File: src/rtl/slr_pkg.sv
package slr_pkg;
  // Per-cycle action on the register, listed from lowest to highest priority.
  typedef enum logic [1:0] {
    OP_HOLD  = 2'd0,
    OP_SHIFT = 2'd1,
    OP_LOAD  = 2'd2,
    OP_CLEAR = 2'd3
  } slr_op_e;
endpackage

File: src/rtl/slr_ctrl.sv
module slr_ctrl
  import slr_pkg::*;
(
  input  logic    clr,
  input  logic    load_en,
  input  logic    shift_en,
  output slr_op_e op
);
  // Priority: clear, then load, then shift.
  always_comb begin
    if (clr)           op = OP_CLEAR;
    else if (load_en)  op = OP_LOAD;
    else if (shift_en) op = OP_SHIFT;
    else               op = OP_HOLD;
  end
endmodule

File: src/rtl/slr_store.sv
module slr_store
  import slr_pkg::*;
#(
  parameter int REG_W  = 163,
  parameter int WORD_W = 32
) (
  input  logic              clk,
  input  logic              rst,
  input  slr_op_e           op,
  input  logic [WORD_W-1:0] word_in,
  output logic [REG_W-1:0]  q
);
  logic [REG_W-1:0] load_val;
  logic [REG_W-1:0] shift_val;

  // Word insertion: the register either keeps older words above the new one,
  // or, if it is no wider than a word, takes the low bits of the word.
  generate
    if (REG_W > WORD_W) begin : g_wide
      localparam int KEEP_W = REG_W - WORD_W;
      assign load_val = {q[KEEP_W-1:0], word_in};
    end else begin : g_narrow
      assign load_val = word_in[REG_W-1:0];
    end
  endgenerate

  assign shift_val = {q[REG_W-2:0], 1'b0};

  always_ff @(posedge clk) begin
    if (rst) begin
      q <= '0;
    end else begin
      unique case (op)
        OP_CLEAR: q <= '0;
        OP_LOAD:  q <= load_val;
        OP_SHIFT: q <= shift_val;
        default:  q <= q;
      endcase
    end
  end
endmodule

File: src/rtl/slr_tap.sv
module slr_tap
  import slr_pkg::*;
(
  input  logic    clk,
  input  logic    rst,
  input  slr_op_e op,
  input  logic    top_bit,
  output logic    ser
);
  // Registered copy of the bit leaving the top of the register.
  always_ff @(posedge clk) begin
    if (rst)                 ser <= 1'b0;
    else if (op == OP_CLEAR) ser <= 1'b0;
    else if (op == OP_SHIFT) ser <= top_bit;
  end
endmodule

File: src/rtl/shared_iface_reg.sv
module shared_iface_reg
  import slr_pkg::*;
#(
  parameter int REG_W  = 163,
  parameter int WORD_W = 32
) (
  input  logic              clk,
  input  logic              rst,
  input  logic              clr,
  input  logic              load_en,
  input  logic              shift_en,
  input  logic [WORD_W-1:0] word_in,
  output logic              ser_out,
  output logic [REG_W-1:0]  par_out
);
  localparam int TOP = REG_W - 1;

  slr_op_e op;

  slr_ctrl u_ctrl (
    .clr      (clr),
    .load_en  (load_en),
    .shift_en (shift_en),
    .op       (op)
  );

  slr_store #(.REG_W(REG_W), .WORD_W(WORD_W)) u_store (
    .clk     (clk),
    .rst     (rst),
    .op      (op),
    .word_in (word_in),
    .q       (par_out)
  );

  slr_tap u_tap (
    .clk     (clk),
    .rst     (rst),
    .op      (op),
    .top_bit (par_out[TOP]),
    .ser     (ser_out)
  );
endmodule

File: config.mk
export PLATFORM = sky130hd
export DESIGN_NAME = shared_iface_reg
export DESIGN_NICKNAME = d
export VERILOG_FILES = /design/src/rtl/slr_pkg.sv /design/src/rtl/slr_ctrl.sv /design/src/rtl/slr_store.sv /design/src/rtl/slr_tap.sv /design/src/rtl/shared_iface_reg.sv
export SDC_FILE = /design/constraint.sdc
export NUM_CORES = 1
export LEC_CHECK = 0
export CAP_MARGIN = 10
export CORE_MARGIN = 2
export CORE_UTILIZATION = 30
export CTS_BUF_LIST = sky130_fd_sc_hd__clkbuf_2
export CTS_CLUSTER_DIAMETER = 200
export CTS_CLUSTER_SIZE = 30
export DETAILED_ROUTE_END_ITERATION = 8
export PLACE_DENSITY = 0.56
export SYNTH_ARGS = -nofsm -noshare
export SYNTH_HDL_FRONTEND = slang
export SYNTH_SLANG_ARGS = --single-unit
File: constraint.sdc
create_clock -name clk -period 2.52 [get_ports clk]
set_input_delay 0.378 -clock clk [delete_from_list [all_inputs] [get_ports clk]]
set_output_delay 0.378 -clock clk [all_outputs]
set_load 0.02 [all_outputs]
==> metrics.txt <==
status complete, no violations; CP max-delay cell clkdlybuf4s50_1; TritonCTS clock tree built; Critical Path, Cell by Cell clkdlybuf4s50_1; Crit Path Class reg2out; setup TNS 0 ns; top cells by area, synth dfxtp_1 48%, a22oi_1 18%, o2bb2ai_2 17%, o2bb2ai_1 10%, clkbuf_1 2.0%; CTS resizes 0; CP bufs+invs 1; Die Y-Extent 156 um; GRT Overall Usage 0.169; Crit Reg-Reg Startpoint u_store.q[69]; Seq/Total Area, Yosys 0.475; antenna fix cells 0; Reg2Reg Setup Slack 1.61 ns; Reg2Reg Depth 2; # Max-Cap Violations 0; Yosys top cell by area dfxtp_1; Core Footprint 22600 um2; Max Clk Rate 440 MHz; H-tree levels 4; unrepaired setup endpoints after global routing false; maximum number of pins on one net before global-route repair 72; Nets 788; Max stage delay on crit path 0.67 ns; Clock Skews 0.0326 ns; commonest non-fill, non-tap cell in the layout clkdlybuf4s50_1; Initial Util 0.305; DR vias 5837; clock sink count 164; P_sw 1.26 mW; number of global-route vias before repair 5699; VDD IR max 0.000300 V; CTS max path bufs 2; WL/cell 19.6 um; cell area after layout 9590 um2; Hold-fix buffers, CTS 0; clk slew on worst S/H paths 0.25 ns; Final setup viols 0; synth unique cells 20; Synth top area share 0.475; worst slew pin tran 0.427 ns; later-pin clock latency in the skew report 0.70 ns; CP Depth 1; CP startpoint u_store.q[130]; TritonCTS Buffers 17; placed cell areas 9310 um2; GP Congestion 0.821; Worst R2R End u_store.q[101]; Synth Net Count 618; row count 55; synthesis-stage register bit count 164; Ys Warns 0; crit start category flop; initial antenna violation count 0; met1 wire length 10000 um; Top delay family on crit path buffers and inverters; Crit Path Max Fanout 4; global-route wire length before repair 33000 um; synthesized area per cell 12.0 um2; fin cells 1045; Clock power frac 0.351; P_leak 2.88 nW; Syn Std Cell Area 6910 um2; share of layout cells above drive strength 1 0.186; metal2 WL 9230 um; GRT overflow 0; Setup Buffers After CTS 0; area delta synth->final 38.9%; initial DRC count 385; Flop pwr share 0.560; final wirelength 20500 um; Root Driver clkbuf_2; slew margin rel. 0.716; Die Width 156 um; Detail Route Antenna Nets 0; Comb pwr share 0.089; endpoint type of the worst setup path primary output; Internal 3.44 mW; Placed Cells 1013; Post-DP HPWL 13800 um; Mapped Cells 577; First-pass DRT Iterations 4; max-slew violation count 0; Residual DRC 0; CP arrival 1.89 ns; Min-Delay Path Class in2reg; Vias/cell 5.59; PwrDens 490 nW/um2; # port buffers 200; crit path capture par_out[130]; Tmin final 2.27 ns; Tcrit/Tclk final 0.901; switching share of power 0.268; met3 routed WL 1050 um; Final Hold Violating Endpoints 0; I/O pin count 201; WP data required 2.14 ns; Fin Hold WS 0.244 ns; Die ar. 24300 um2; most frequent cells in the layout 200 x clkdlybuf4s50_1, 164 x dfxtp_1, 162 x a22oi_1; Top Metal Used met4
-- through the flow --
stage / total power [mW] / utilization / setup slack (ns)
2_1_floorplan: 2.93 / - / 0.608
3_3_place_gp: 3.10 / 0.411 / 0.118
3_5_place_dp: 3.10 / 0.411 / 0.0528
4_1_cts: 4.75 / 0.424 / 0.162
5_1_grt: 4.91 / 0.424 / 0.0874
6_report: 4.70 / 0.424 / 0.248
-- sequential cells by signal (all words and copies together) (netlist names) --
name       cells
u_tap.ser      1
u_store.q    163
-- area by class of cell --
cell class / count / area [um2]
multi-input combinational: 338 / 3290
sequential: 164 / 3280
timing repair buffer: 224 / 2370
inverter: 2 / 7.51
tap: 285 / 357
fill: 2124 / 13000
clock buffer: 18 / 90.1
clock inverter: 14 / 198
-- routing by layer --
| layer | track usage | vias up |
|---|---|---|
| li1 | - | 2729 |
| met1 | 0.251 | 2914 |
| met2 | 0.248 | 182 |
| met3 | 0.0392 | 12 |
| met4 | 0.0380 | 0 |
| met5 | 0 | - |
-- power groups by stage --
stage	registers, mW	logic, mW	clock network [mW]
2_1_floorplan	2.69	0.233	0
3_3_place_gp	2.68	0.415	0
3_5_place_dp	2.68	0.422	0
4_1_cts	2.63	0.422	1.70
5_1_grt	2.64	0.454	1.82
6_report	2.63	0.420	1.65
-- synthesized netlist by cell type --
library cell  count
dfxtp_1         164
a22oi_1         162
o2bb2ai_1        82
o2bb2ai_2        80
clkbuf_1         37
buf_2            14
buf_1            11
buf_6             9
ha_1              4
a21oi_1           2
buf_4             2
inv_1             2
a21o_1            1
mux2i_1           1
nand2_1           1
nand4bb_1         1
nor2b_1           1
nor3_1            1
or2_2             1
or3_1             1
-- cell families after synthesis --
family,count (synthesis),share of synthesized area
AOI/OAI and AO/OA,327,0.456
DFF,164,0.475
buffers and inverters,75,0.0541
and+or+nand+nor,6,0.00561
adders and majority gates,4,0.00724
muxes,1,0.00145
-- worst min path at each step --
stage | start | end | slack, ns | cells past startpoint
finish | word_in[0] | u_store.q[0] | 0.24 | 3
global route | word_in[0] | u_store.q[0] | 0.13 | 3
CTS | word_in[0] | u_store.q[0] | 0.15 | 3
detailed placement | u_store.q[137] | u_store.q[137] | 0.48 | 1
global placement | u_store.q[158] | u_store.q[158] | 0.48 | 1
floorplan | rst | u_store.q[0] | 0.45 | 1
Power figures use the tool's default switching activity.
